[src/rtl/sysctl_pkg.sv]
package sysctl_pkg;
  localparam int DW = 32;
  localparam int ACT_W = 6;
  localparam int VEC_W = 9;
  localparam logic [DW-1:0] ID_WORD    = 32'h410C_C200;
  localparam logic [15:0]   UNLOCK_KEY = 16'h05FA;

  localparam int IDX_ID    = 0;
  localparam int IDX_STAT  = 1;
  localparam int IDX_KEYED = 3;
  localparam int IDX_LP    = 4;

  // status register bit positions
  localparam int B_NMI_SET  = 31;
  localparam int B_DSRV_SET = 28;
  localparam int B_DSRV_CLR = 27;
  localparam int B_TICK_SET = 26;
  localparam int B_TICK_CLR = 25;
  localparam int B_ANY      = 22;
  localparam int B_VEC_LO   = 12;
  localparam int B_PREEMPT  = 11;

  // flag slots
  localparam int F_DSRV = 0;
  localparam int F_TICK = 1;
  localparam int F_NMI  = 2;
  localparam int NUM_FLAGS = 3;

  function automatic logic [DW-1:0] status_word(
      input logic [NUM_FLAGS-1:0] flags,
      input logic any, input logic [VEC_W-1:0] vec,
      input logic preempt, input logic [ACT_W-1:0] act);
    logic [DW-1:0] w;
    w = '0;
    w[B_NMI_SET]  = flags[F_NMI];
    w[B_DSRV_SET] = flags[F_DSRV];
    w[B_TICK_SET] = flags[F_TICK];
    w[B_ANY]      = any;
    w[B_VEC_LO +: VEC_W] = vec;
    w[B_PREEMPT]  = preempt;
    w[ACT_W-1:0]  = act;
    return w;
  endfunction

  function automatic logic [DW-1:0] keyed_readback();
    return {~UNLOCK_KEY, 16'h0000};
  endfunction

  function automatic logic key_accepted(input logic [DW-1:0] wd, input logic [3:0] be);
    return be[3] && be[2] && (wd[31:16] == UNLOCK_KEY);
  endfunction
endpackage

[src/rtl/sysctl_pend_cell.sv]
module sysctl_pend_cell (
  input  logic clk,
  input  logic rst_n,
  input  logic set_req,
  input  logic clr_req,
  input  logic ack,
  output logic q
);
  logic set_only, clr_only;
  assign set_only = set_req && !clr_req;
  assign clr_only = clr_req && !set_req;

  always_ff @(posedge clk or negedge rst_n) begin
    if (!rst_n)        q <= 1'b0;
    else if (set_only) q <= 1'b1;
    else if (clr_only || (ack && !set_req)) q <= 1'b0;
  end

  a_r3_set_takes: assert property (@(posedge clk) disable iff (!rst_n)
    (set_req && !clr_req) |=> q);
  a_r6_conflict_hold: assert property (@(posedge clk) disable iff (!rst_n)
    (set_req && clr_req && !ack) |=> $stable(q));
  a_r7_ack_clears: assert property (@(posedge clk) disable iff (!rst_n)
    (ack && !set_req) |=> !q);
endmodule

[src/rtl/sysctl_keyed.sv]
module sysctl_keyed
  import sysctl_pkg::*;
(
  input  logic          clk,
  input  logic          rst_n,
  input  logic          wr_en,
  input  logic [DW-1:0] wdata,
  input  logic [3:0]    be,
  output logic          key_ok,
  output logic          sys_reset_req,
  output logic          clr_active_req
);
  logic accept;
  logic unused_wbits;
  assign unused_wbits = ^{wdata[15:3], wdata[0], be[1]};
  assign key_ok = key_accepted(wdata, be);
  assign accept = wr_en && key_ok && be[0];

  always_ff @(posedge clk or negedge rst_n) begin
    if (!rst_n) begin
      sys_reset_req  <= 1'b0;
      clr_active_req <= 1'b0;
    end else begin
      sys_reset_req  <= accept && wdata[2];
      clr_active_req <= accept && wdata[1];
    end
  end

  a_r10_single_pulse: assert property (@(posedge clk) disable iff (!rst_n)
    sys_reset_req |=> !sys_reset_req);
  a_r10_clr_single_pulse: assert property (@(posedge clk) disable iff (!rst_n)
    clr_active_req |=> !clr_active_req);
  a_r9_reject_bad_key: assert property (@(posedge clk) disable iff (!rst_n)
    (wr_en && !key_ok) |=> (!sys_reset_req && !clr_active_req));
endmodule

[src/rtl/sysctl_lowpower.sv]
module sysctl_lowpower (
  input  logic       clk,
  input  logic       rst_n,
  input  logic       wr_en,
  input  logic [2:0] wbits,
  output logic [2:0] lp_q
);
  always_ff @(posedge clk or negedge rst_n) begin
    if (!rst_n)     lp_q <= '0;
    else if (wr_en) lp_q <= wbits;
  end

  a_r11_hold_without_write: assert property (@(posedge clk) disable iff (!rst_n)
    !wr_en |=> $stable(lp_q));
endmodule

[src/rtl/sysctl_regs.sv]
module sysctl_regs
  import sysctl_pkg::*;
#(
  parameter int ADDR_W = 4
) (
  input  logic             clk,
  input  logic             rst_n,
  input  logic [ADDR_W-1:0] bus_addr,
  input  logic             bus_we,
  input  logic [DW-1:0]    bus_wdata,
  input  logic [3:0]       bus_be,
  output logic [DW-1:0]    bus_rdata,
  input  logic [ACT_W-1:0] exc_active,
  input  logic             exc_preempted,
  input  logic [VEC_W-1:0] exc_pend_vec,
  input  logic             exc_any_pend,
  input  logic             ack_dsrv,
  input  logic             ack_tick,
  input  logic             ack_nmi,
  output logic             pend_dsrv,
  output logic             pend_tick,
  output logic             pend_nmi,
  output logic             sys_reset_req,
  output logic             clr_active_req,
  output logic             lp_exit_sleep,
  output logic             lp_deep,
  output logic             lp_wake_on_pend
);
  logic wr_stat, wr_keyed, wr_lp, key_ok;
  logic [NUM_FLAGS-1:0] set_v, clr_v, ack_v, flag_q;
  logic [2:0] lp_q;

  assign wr_stat  = bus_we && (bus_addr == ADDR_W'(IDX_STAT)) && bus_be[3];
  assign wr_keyed = bus_we && (bus_addr == ADDR_W'(IDX_KEYED));
  assign wr_lp    = bus_we && (bus_addr == ADDR_W'(IDX_LP)) && bus_be[0];

  assign set_v[F_DSRV] = wr_stat && bus_wdata[B_DSRV_SET];
  assign clr_v[F_DSRV] = wr_stat && bus_wdata[B_DSRV_CLR];
  assign set_v[F_TICK] = wr_stat && bus_wdata[B_TICK_SET];
  assign clr_v[F_TICK] = wr_stat && bus_wdata[B_TICK_CLR];
  assign set_v[F_NMI]  = wr_stat && bus_wdata[B_NMI_SET];
  assign clr_v[F_NMI]  = 1'b0;
  assign ack_v = {ack_nmi, ack_tick, ack_dsrv};

  for (genvar i = 0; i < NUM_FLAGS; i++) begin : g_flag
    sysctl_pend_cell u_cell (
      .clk(clk), .rst_n(rst_n), .set_req(set_v[i]), .clr_req(clr_v[i]),
      .ack(ack_v[i]), .q(flag_q[i]));
  end

  assign pend_dsrv = flag_q[F_DSRV];
  assign pend_tick = flag_q[F_TICK];
  assign pend_nmi  = flag_q[F_NMI];

  sysctl_keyed u_keyed (
    .clk(clk), .rst_n(rst_n), .wr_en(wr_keyed), .wdata(bus_wdata), .be(bus_be),
    .key_ok(key_ok), .sys_reset_req(sys_reset_req), .clr_active_req(clr_active_req));

  sysctl_lowpower u_lp (
    .clk(clk), .rst_n(rst_n), .wr_en(wr_lp),
    .wbits({bus_wdata[4], bus_wdata[2], bus_wdata[1]}), .lp_q(lp_q));

  assign lp_exit_sleep   = lp_q[0];
  assign lp_deep         = lp_q[1];
  assign lp_wake_on_pend = lp_q[2];

  always_comb begin
    bus_rdata = '0;
    case (bus_addr)
      ADDR_W'(IDX_ID):    bus_rdata = ID_WORD;
      ADDR_W'(IDX_STAT):  bus_rdata = status_word(flag_q, exc_any_pend, exc_pend_vec,
                                                  exc_preempted, exc_active);
      ADDR_W'(IDX_KEYED): bus_rdata = keyed_readback();
      ADDR_W'(IDX_LP):    bus_rdata = {27'd0, lp_q[2], 1'b0, lp_q[1], lp_q[0], 1'b0};
      default:            bus_rdata = '0;
    endcase
  end

  a_r9_ignored_write_no_pulse: assert property (@(posedge clk) disable iff (!rst_n)
    (wr_keyed && !key_ok) |=> !sys_reset_req);
  a_r5_nmi_no_sw_clear: assert property (@(posedge clk) disable iff (!rst_n)
    (pend_nmi && !ack_nmi) |=> pend_nmi);
endmodule

[config.mk]
export PLATFORM = sky130hd
export DESIGN_NAME = sysctl_regs
export DESIGN_NICKNAME = d
export VERILOG_FILES = /design/src/rtl/sysctl_pkg.sv /design/src/rtl/sysctl_pend_cell.sv /design/src/rtl/sysctl_keyed.sv /design/src/rtl/sysctl_lowpower.sv /design/src/rtl/sysctl_regs.sv
export SDC_FILE = /design/constraint.sdc
export NUM_CORES = 1
export LEC_CHECK = 0
export ABC_AREA = 1
export BUFFER_PORTS_ARGS = -buffer_cell sky130_fd_sc_hd__buf_2
export CAP_MARGIN = 20
export CELL_PAD_IN_SITES_DETAIL_PLACEMENT = 1
export CELL_PAD_IN_SITES_GLOBAL_PLACEMENT = 1
export CORE_MARGIN = 4
export CORE_UTILIZATION = 20
export CTS_CLUSTER_DIAMETER = 60
export DETAILED_ROUTE_END_ITERATION = 12
export GPL_TIMING_DRIVEN = 1
export PLACE_DENSITY_LB_ADDON = 0.3
export SLEW_MARGIN = 15
export SYNTH_ARGS = -nofsm -noshare
export SYNTH_HDL_FRONTEND = slang
export SYNTH_HIERARCHICAL = 1
export SYNTH_SLANG_ARGS = --single-unit
[constraint.sdc]
create_clock -name clk -period 1.5 [get_ports clk]
set_input_delay 0.075 -clock clk [delete_from_list [all_inputs] [get_ports clk]]
set_output_delay 0.075 -clock clk [all_outputs]
set_load 0.1 [all_outputs]
==> impl_metrics.env, run 1 <==
export IMPL_required_ns=1.42
export IMPL_final_skew_ns=0
export IMPL_synth_yosys_warnings=6
export IMPL_worst_path_maximum_fanout=6
export IMPL_cp_start_kind="primary input"
export IMPL_mostFrequentLayoutCell="sky130_fd_sc_hd__buf_2"
export IMPL_std_cell_rows=23
export IMPL_cts_resized_gates=0
export IMPL_syn_area_per_cell_um2=5.63
export IMPL_holdBufCountCts=1
export IMPL_grt_pass1_vias=1172
export IMPL_max_cap_violations=0
export IMPL_cts_setup_buffers=0
export IMPL_pin_count_of_the_biggest_net_entering_global_routing=11
export IMPL_timing_critical_path_cells="buf_2 > nor2_1 > nand2_1 > nand2_1 > buf_12"
export IMPL_cts_sinks=8
export IMPL_worst_setup_hold_path_clk_slew_ns=0.05
export IMPL_hold_crit_class="primary input to flop"
export IMPL_drtPass1Iterations=4
export IMPL_final_net_count=298
export IMPL_detailedRoute_firstIterationViolations=17
export IMPL_antenna_found_initial=0
export IMPL_globalRouteTotalUtil=0.122
export IMPL_floorplan_die_height_um=72.8
export IMPL_finalSetupViolations=0
export IMPL_finalPower_uw=1110
export IMPL_place_congestion=0.656
export IMPL_finalCritPeriodShare=0.818
export IMPL_wl_um=3230
export IMPL_vdd_drop_max_uv=393
export IMPL_layout_area_overhead_vs_synth_pct=108
export IMPL_h_tree_levels=1
export IMPL_clock_root_buffer="sky130_fd_sc_hd__clkbuf_8"
export IMPL_criticalPathCategory="primary input to primary output"
export IMPL_wl_per_cell_um=11.4
export IMPL_drt_vias_per_instance=4.08
export IMPL_cellLeakagePower_uw=0.00101
export IMPL_outcome="finished clean"
export IMPL_grt_first_pass_wirelength_um=5180
export IMPL_numCtsBuffers=3
export IMPL_grt_setup_unrepaired="no"
export IMPL_die_span_x_um=72.8
export IMPL_portBuffers=82
export IMPL_final_layout_size_suffix_gt1_frac=0.453
export IMPL_detail_route_antenna_nets=0
export IMPL_die_area_um2=5300
export IMPL_fp_coreArea_um2=4030
export IMPL_drt_drc_violations_left=0
export IMPL_clk_latency_ns=0.22
export IMPL_cpMaxStageDelayCell="sky130_fd_sc_hd__nor2_1"
export IMPL_critical_path_endpoint_type="primary output"
export IMPL_holdWs_ns=0.0634
export IMPL_cp_arrival_ns=1.15
export IMPL_timing_critical_path_slowest_cell_delay_ns=0.36
export IMPL_hpwl_um=2970
export IMPL_clock_tree_from_tritoncts="built"
export IMPL_ports=103
export IMPL_finalHoldViolCount=0
export IMPL_initial_core_util=0.208
export IMPL_grt_overflow=0
export IMPL_antenna_cells=0
export IMPL_fmax_mhz=815
export IMPL_postSynthCellCount=149
export IMPL_netlist_area_um2=840
export IMPL_timing_max_transition_violations_final=0
export IMPL_power_density_nw_per_um2=638
export IMPL_clock_path_buffers=2
export IMPL_layout_common_cells="sky130_fd_sc_hd__buf_2 (56), sky130_fd_sc_hd__nand2_1 (39), sky130_fd_sc_hd__inv_1 (33), sky130_fd_sc_hd__nor2_1 (27), sky130_fd_sc_hd__buf_12 (26)"
export IMPL_timing_final_crit_period_ns=1.23
export IMPL_most_numerous_cell_on_the_critical_path="sky130_fd_sc_hd__nand2_1"
export IMPL_dr_total_vias=1160
per-stage QoR:
stage | setup slack (ns) | std cells | TNS [ns] | instance area, um2 | utilization
after floorplan | -0.233 | 156 | -2.36 | 896 | -
after global placement | 0.279 | 279 | 0 | 1690 | 0.419
after detailed placement | 0.222 | 279 | 0 | 1690 | 0.419
after CTS | 0.279 | 284 | 0 | 1740 | 0.433
after global routing | 0.170 | 284 | 0 | 1740 | 0.433
final | 0.273 | 284 | 0 | 1740 | 0.433
cell type report:
type                       instances  area [um2]
clock buffer                       4        45.0
inverter                          35         135
timing repair buffer              85         826
tap                               50        62.6
sequential                         8         206
multi-input combinational        102         468
fill                             525        2290
per-layer routing:
layer,vias to the layer above,share of wire,GRT usage
met4,0,0.0028,0.0246
met2,47,0.53,0.227
met5,-,0,0
met1,527,0.36,0.137
li1,584,-,-
met3,2,0.10,0.0344
path summary, 6_finish.rpt:
| kind | startpoint | end | slack, ns | cells past startpoint |
|---|---|---|---|---|
| max | bus_addr[1] | bus_rdata[19] | 0.27 | 5 |
| min | bus_wdata[4] | u_lp/lp_q[2] | 0.06 | 3 |
| max reg2reg | g_flag[0].u_cell/q | g_flag[0].u_cell/q | 0.77 | 4 |
| min reg2reg | u_lp/lp_q[2] | u_lp/lp_q[2] | 0.49 | 2 |
| max in group asynchronous | rst_n | g_flag[0].u_cell/q | 1.09 | 2 |
| min in group asynchronous | rst_n | u_lp/lp_q[1] | 0.22 | 2 |
worst max-delay path: cells and delay by family:
| family | cells | cell delay (ns) |
|---|---|---|
| buffers and inverters | 2 | 0.32 |
| and+or+nand+nor | 3 | 0.76 |
registers in the layout, indices dropped and copies added (netlist names):
signal                  flops
u_lp/lp_q                   3
u_keyed/clr_active_req      1
g_flag.u_cell/q             3
u_keyed/sys_reset_req       1
power breakdown:
part | internal (uW) | leakage (uW) | total, uW | switching [uW]
clock | 185 | 0.0000228 | 277 | 92.3
sequential | 235 | 0.000101 | 248 | 12.6
combinational | 156 | 0.000891 | 586 | 430
No activity file was read; power rests on OpenSTA's default activity.
==> run 2, diff against run 1 <==
Settings changed: CORE_UTILIZATION 20 to 17.
Clock period 1.5 ns to 1 ns, I/O delays scaled along.
==> run 2 against run 1 <==
Net effect:
- the run now ends with setup timing left
- largest power group unchanged
- largest cell class unchanged
- die area grew 16%
- sequential share of layout area fell by 2.5 points
- clock power rose by 40%
- critical path depth fell by 2
- first-iteration DRC count down 53%
- core utilization up 6.3 points
- highest routed layer unchanged
- worst hold slack lost 0.029 ns
==> impl_metrics.env, run 2 (same netlist as run 1, synthesis figures left out) <==
export IMPL_worst_setup_hold_path_clk_slew_ns=0.04
export IMPL_floorplan_die_height_um=78.3
export IMPL_busiest_layer="met2"
export IMPL_dr_total_vias=1236
export IMPL_timing_max_transition_violations_final=0
export IMPL_cp_start_kind="flop"
export IMPL_h_tree_levels=1
export IMPL_die_area_um2=6130
export IMPL_wl_per_cell_um=11.7
export IMPL_antenna_found_initial=0
export IMPL_setup_worst_path_end="bus_rdata[2]"
export IMPL_hold_crit_class="primary input to flop"
export IMPL_initial_core_util=0.177
export IMPL_outcome="complete, but fails checks"
export IMPL_grt_setup_unrepaired="yes"
export IMPL_detail_route_antenna_nets=0
export IMPL_fp_coreArea_um2=4750
export IMPL_power_density_nw_per_um2=822
export IMPL_drtPass1Iterations=3
export IMPL_globalRouteTotalUtil=0.113
export IMPL_cellLeakagePower_uw=0.00119
export IMPL_max_cap_violations=0
export IMPL_place_ws_ns=-0.133
export IMPL_antenna_cells=0
export IMPL_power_net_switching_uw=882
export IMPL_pin_count_of_the_biggest_net_entering_global_routing=11
export IMPL_finalCritPeriodShare=1.11
export IMPL_critical_path_reg2reg_startpoint="u_lp/lp_q[1]"
export IMPL_gr_usage_met1=0.135
export IMPL_timing_reg2reg_worst_path_depth=4
export IMPL_setup_total_negative_slack_ns=-0.628
export IMPL_power_combinational_fraction=0.602
export IMPL_finalHoldViolCount=0
export IMPL_die_span_x_um=78.3
export IMPL_vdd_drop_max_uv=468
export IMPL_std_cell_rows=25
export IMPL_fmax_mhz=900
export IMPL_min_from="bus_wdata[4]"
export IMPL_grt_overflow=0
export IMPL_required_ns=0.95
export IMPL_drt_drc_violations_left=0
export IMPL_failing_checks="setup timing"
export IMPL_portBuffers=82
export IMPL_mostFrequentLayoutCell="sky130_fd_sc_hd__buf_2"
export IMPL_detailedRoute_firstIterationViolations=8
export IMPL_grt_pass1_vias=1305
export IMPL_critical_path_endpoint_type="primary output"
export IMPL_share_of_power_burned_in_the_clock_network=0.200
export IMPL_met3_track_utilization_from_global_routing=0.0241
export IMPL_layout_common_cells="sky130_fd_sc_hd__buf_2 (44), sky130_fd_sc_hd__buf_12 (36), sky130_fd_sc_hd__nand2_1 (32), sky130_fd_sc_hd__inv_1 (29)"
export IMPL_worst_r2r_setup_slack_ns=0.07
export IMPL_clock_root_buffer="sky130_fd_sc_hd__clkbuf_8"
export IMPL_clock_tree_from_tritoncts="built"
export IMPL_drt_vias_per_instance=3.84
export IMPL_cts_sinks=8
export IMPL_sequentialPowerShare=0.198
export IMPL_final_layout_size_suffix_gt1_frac=0.612
export IMPL_p_sw_frac=0.455
export IMPL_reg_largest_list="g_flag.u_cell/q (3), u_lp/lp_q (3)"
export IMPL_worst_slack_ns=-0.112
export IMPL_setup_worst_path_start="u_lp/lp_q[1]"
export IMPL_timing_final_crit_period_ns=1.11
export IMPL_layout_area_overhead_vs_synth_pct=181
export IMPL_regToRegEndpoint="u_lp/lp_q[1]"
export IMPL_ports=103
export IMPL_dp_cells=305
export IMPL_clk_latency_ns=0.23
export IMPL_globalRouteMet2Util=0.205
export IMPL_grt_first_pass_wirelength_um=5670
export IMPL_worst_path_maximum_fanout=2
export IMPL_place_congestion=0.714
export IMPL_power_internal_uw=1050
export IMPL_criticalPathCategory="flop to primary output"
export IMPL_numCtsBuffers=3
export IMPL_clock_path_buffers=2
export IMPL_final_skew_ns=0
export IMPL_holdWs_ns=0.0342
export IMPL_final_net_count=320
export IMPL_finalPower_uw=1940
export IMPL_wl_um=3760
export IMPL_final_instance_count_excl_fill=322
export IMPL_finalSetupViolations=10
export IMPL_cp_arrival_ns=1.06
export IMPL_hpwl_um=3080
run 2: changes by cell type in the layout (fill, tap and decap cells not counted), sizes merged:
cell | previous run | this run
buf | 84 | 105
clkbuf | 4 | 3
clkinvlp | 1 | 2
inv | 34 | 33
nand2 | 45 | 46
run 2: power groups by stage:
| stage | clock network [uW] | logic (uW) | registers (uW) |
|---|---|---|---|
| floorplan | 0 | 458 | 563 |
| global placement | 0 | 988 | 404 |
| detailed placement | 0 | 999 | 404 |
| CTS | 400 | 1090 | 378 |
| global route | 416 | 1220 | 387 |
| finish | 388 | 1170 | 384 |
run 2: cell type report:
class,instances,area (um2)
sequential,8,220
timing repair buffer,106,1190
tap,67,83.8
inverter,35,141
fill,571,2400
clock buffer,3,41.3
multi-input combinational,103,676
run 2: worst min path at each step:
stage,endpoint,slack (ns),cells past startpoint
6_report,u_lp/lp_q[2],0.03,3
5_1_grt,u_keyed/clr_active_req,0.05,3
4_1_cts,u_lp/lp_q[2],0.03,3
3_5_place_dp,u_lp/lp_q[0],-0.09,1
3_3_place_gp,u_keyed/clr_active_req,-0.09,1
2_1_floorplan,g_flag[2].u_cell/q,-0.25,0
run 2: what timing repair did:
item | 4_1_cts | 5_1_grt
cloned | 0 | 1
hold buffers | 1 | 0
pin swaps | 8 | 7
buffers inserted | 9 | 4
hold endpoints to repair | 8 | 0
setup endpoints to repair | 25 | 32
gates resized for setup | 20 | 31
run 2: metrics by stage:
step	util	area, um2
CTS	0.458	2180
finish	0.496	2360
floorplan	-	978
global route	0.496	2360
global placement	0.417	1980
detailed placement	0.417	1980
run 2: metal layers:
metal  wire [um]  part of all wire  vias to the layer above
li1            -                 -                      630
met4          16            0.0043                        0
met2        2020              0.54                       52
met1        1450              0.39                      552
met3         275             0.073                        2
met5           0                 0                        -
run 2: worst max-delay path: stages (launching register included):
cell                      delay (ns)
sky130_fd_sc_hd__dfrtp_4        0.48
sky130_fd_sc_hd__nand4_1        0.13
sky130_fd_sc_hd__nand2_4        0.07
sky130_fd_sc_hd__buf_12         0.16
==> run 3, diff against run 2 <==
Settings changed: CELL_PAD_IN_SITES_DETAIL_PLACEMENT 1 to default, CELL_PAD_IN_SITES_GLOBAL_PLACEMENT 1 to default, CORE_UTILIZATION 17 to 29, PLACE_DENSITY_LB_ADDON 0.3 to 0.2.
==> run 3 against run 2 <==
Net effect:
- the run still ends with setup timing left
- non-clock buffer count increased by 1
- global-route usage increased by 5.9 points
- cell area decreased by 4.6%
- die area decreased by 38%
- clock power down 39%
- maximum frequency shrank 1.3%
- critical path type unchanged
==> impl_metrics.env, run 3 (same netlist as run 1, synthesis figures left out) <==
export IMPL_outcome="complete, but fails checks"
export IMPL_failing_checks="setup timing"
export IMPL_fp_coreArea_um2=2760
export IMPL_worst_setup_hold_path_clk_slew_ns=0.05
export IMPL_clock_tree_from_tritoncts="built"
export IMPL_dp_cells=269
export IMPL_min_from="bus_wdata[1]"
export IMPL_whs_path_depth=3
export IMPL_drtPass1Iterations=4
export IMPL_num_fill_cells=170
export IMPL_detailedRoute_firstIterationViolations=38
export IMPL_power_internal_uw=906
export IMPL_power_density_nw_per_um2=779
export IMPL_wl_um=3500
export IMPL_pin_count_of_the_biggest_net_entering_global_routing=11
export IMPL_critical_path_reg2reg_startpoint="g_flag[0].u_cell/q"
export IMPL_reg_largest_list="g_flag.u_cell/q (3), u_lp/lp_q (3)"
export IMPL_criticalPathCategory="flop to primary output"
export IMPL_detail_route_antenna_nets=0
export IMPL_initial_core_util=0.304
export IMPL_finalCoreUtilization=0.816
export IMPL_timing_reg2reg_worst_path_depth=5
export IMPL_h_tree_levels=1
export IMPL_timing_critical_path_cells="nand4_1 > nand2_4 > buf_12"
export IMPL_globalRouteTotalUtil=0.172
export IMPL_layout_common_cells="sky130_fd_sc_hd__buf_2 (45), sky130_fd_sc_hd__buf_12 (34), sky130_fd_sc_hd__nand2_1 (32), sky130_fd_sc_hd__inv_1 (29), sky130_fd_sc_hd__nor2_1 (17)"
export IMPL_grt_first_pass_wirelength_um=4860
export IMPL_final_skew_ns=0
export IMPL_clock_path_buffers=2
export IMPL_mostFrequentLayoutCell="sky130_fd_sc_hd__buf_2"
export IMPL_floorplan_die_height_um=61.8
export IMPL_cp_start_kind="flop"
export IMPL_cts_sinks=8
export IMPL_die_area_um2=3820
export IMPL_grt_pass1_vias=1155
export IMPL_placedInstanceArea_um2=1930
export IMPL_place_congestion=0.725
export IMPL_cellLeakagePower_uw=0.00116
export IMPL_ports=103
export IMPL_timing_critical_path_buf_inv=1
export IMPL_worst_path_maximum_fanout=2
export IMPL_dr_total_vias=1214
export IMPL_worst_slack_ns=-0.126
export IMPL_timing_final_crit_period_ns=1.13
export IMPL_share_of_power_burned_in_the_clock_network=0.136
export IMPL_timing_hold_worst_endpoint="u_keyed/clr_active_req"
export IMPL_fmax_mhz=888
export IMPL_finalSetupViolations=21
export IMPL_drt_drc_violations_left=0
export IMPL_hpwl_um=2600
export IMPL_final_instance_count_excl_fill=287
export IMPL_grt_overflow=0
export IMPL_wl_per_cell_um=12.2
export IMPL_worst_r2r_setup_slack_ns=0.07
export IMPL_clock_root_buffer="sky130_fd_sc_hd__clkbuf_4"
export IMPL_critical_path_endpoint_type="primary output"
export IMPL_final_area_um2=2250
export IMPL_required_ns=0.95
export IMPL_critical_path_top_delay_family="flip-flops"
export IMPL_finalCritPeriodShare=1.13
export IMPL_layout_area_overhead_vs_synth_pct=168
export IMPL_regToRegEndpoint="g_flag[0].u_cell/q"
export IMPL_antenna_cells=0
export IMPL_place_ws_ns=-0.113
export IMPL_final_net_count=321
export IMPL_clk_latency_ns=0.25
export IMPL_hold_crit_class="primary input to flop"
export IMPL_vdd_drop_max_uv=924
export IMPL_cp_arrival_ns=1.08
export IMPL_final_layout_size_suffix_gt1_frac=0.617
export IMPL_portBuffers=82
export IMPL_timing_max_transition_violations_final=0
export IMPL_drt_vias_per_instance=4.23
export IMPL_cpMaxStageDelayCell="sky130_fd_sc_hd__dfrtp_4"
export IMPL_grt_setup_unrepaired="yes"
export IMPL_antenna_found_initial=0
export IMPL_finalHoldViolCount=0
export IMPL_die_span_x_um=61.8
export IMPL_power_combinational_fraction=0.648
export IMPL_max_cap_violations=0
export IMPL_sequentialPowerShare=0.217
export IMPL_timing_critical_path_slowest_cell_delay_ns=0.46
export IMPL_p_sw_frac=0.483
export IMPL_std_cell_rows=19
export IMPL_power_net_switching_uw=846
export IMPL_numCtsBuffers=3
## run 3: tightest hold or removal path, cell delays in order
cell and delay [ns]:
sky130_fd_sc_hd__buf_2 0.10, sky130_fd_sc_hd__inv_1 0.04, sky130_fd_sc_hd__nor2_1 0.03
## run 3: through the flow
step | setup TNS, ns | power, uW | hold WS (ns)
6_report | -1.01 | 1750 | 0.0163
5_1_grt | -1.87 | 1820 | 0.0246
4_1_cts | -0.971 | 1720 | 0.00703
3_5_place_dp | -1.52 | 1390 | -0.102
3_3_place_gp | -1.20 | 1380 | -0.101
2_1_floorplan | -4.48 | 1020 | -0.246
## run 3: how the worst max path moves through the flow
| stage | cells past startpoint | from | end |
|---|---|---|---|
| 2_1_floorplan | 2 | g_flag[2].u_cell/q | bus_rdata[31] |
| 4_1_cts | 3 | u_lp/lp_q[2] | bus_rdata[4] |
| 5_1_grt | 3 | u_lp/lp_q[2] | bus_rdata[4] |
| 3_5_place_dp | 5 | bus_addr[3] | bus_rdata[12] |
| 6_report | 3 | u_lp/lp_q[2] | bus_rdata[4] |
| 3_3_place_gp | 5 | bus_addr[3] | bus_rdata[0] |
## run 3: power by group through the flow
stage | logic, uW | clock network, uW | registers (uW)
floorplan | 458 | 0 | 563
global placement | 977 | 0 | 403
detailed placement | 984 | 0 | 403
CTS | 1090 | 247 | 379
global route | 1190 | 250 | 382
finish | 1130 | 238 | 380
## run 3: area by class of cell
cell class	instances	area [um2]	share of cell area
inverter	35	141	0.0628
clock buffer	3	22.5	0.0100
multi-input combinational	103	656	0.291
timing repair buffer	107	1170	0.521
sequential	8	220	0.0979
tap	31	38.8	0.0172
## run 3: routing by layer
metal  up-vias  wire length, um  global-route usage
met2        55             1980               0.327
met1       525             1210               0.181
met5         -                0                   0
met3         2              278              0.0310
met4         0               29              0.0788
li1        632                -                   -
## run 3: repair_timing
| item | in CTS | in global routing |
|---|---|---|
| resized for setup | 21 | 24 |
| setup endpoints to repair | 24 | 31 |
| hold buffers | 1 | 0 |
| cloned | 0 | 1 |
| pin swaps | 8 | 9 |
| hold endpoints to repair | 8 | 0 |
| buffers inserted | 12 | 2 |
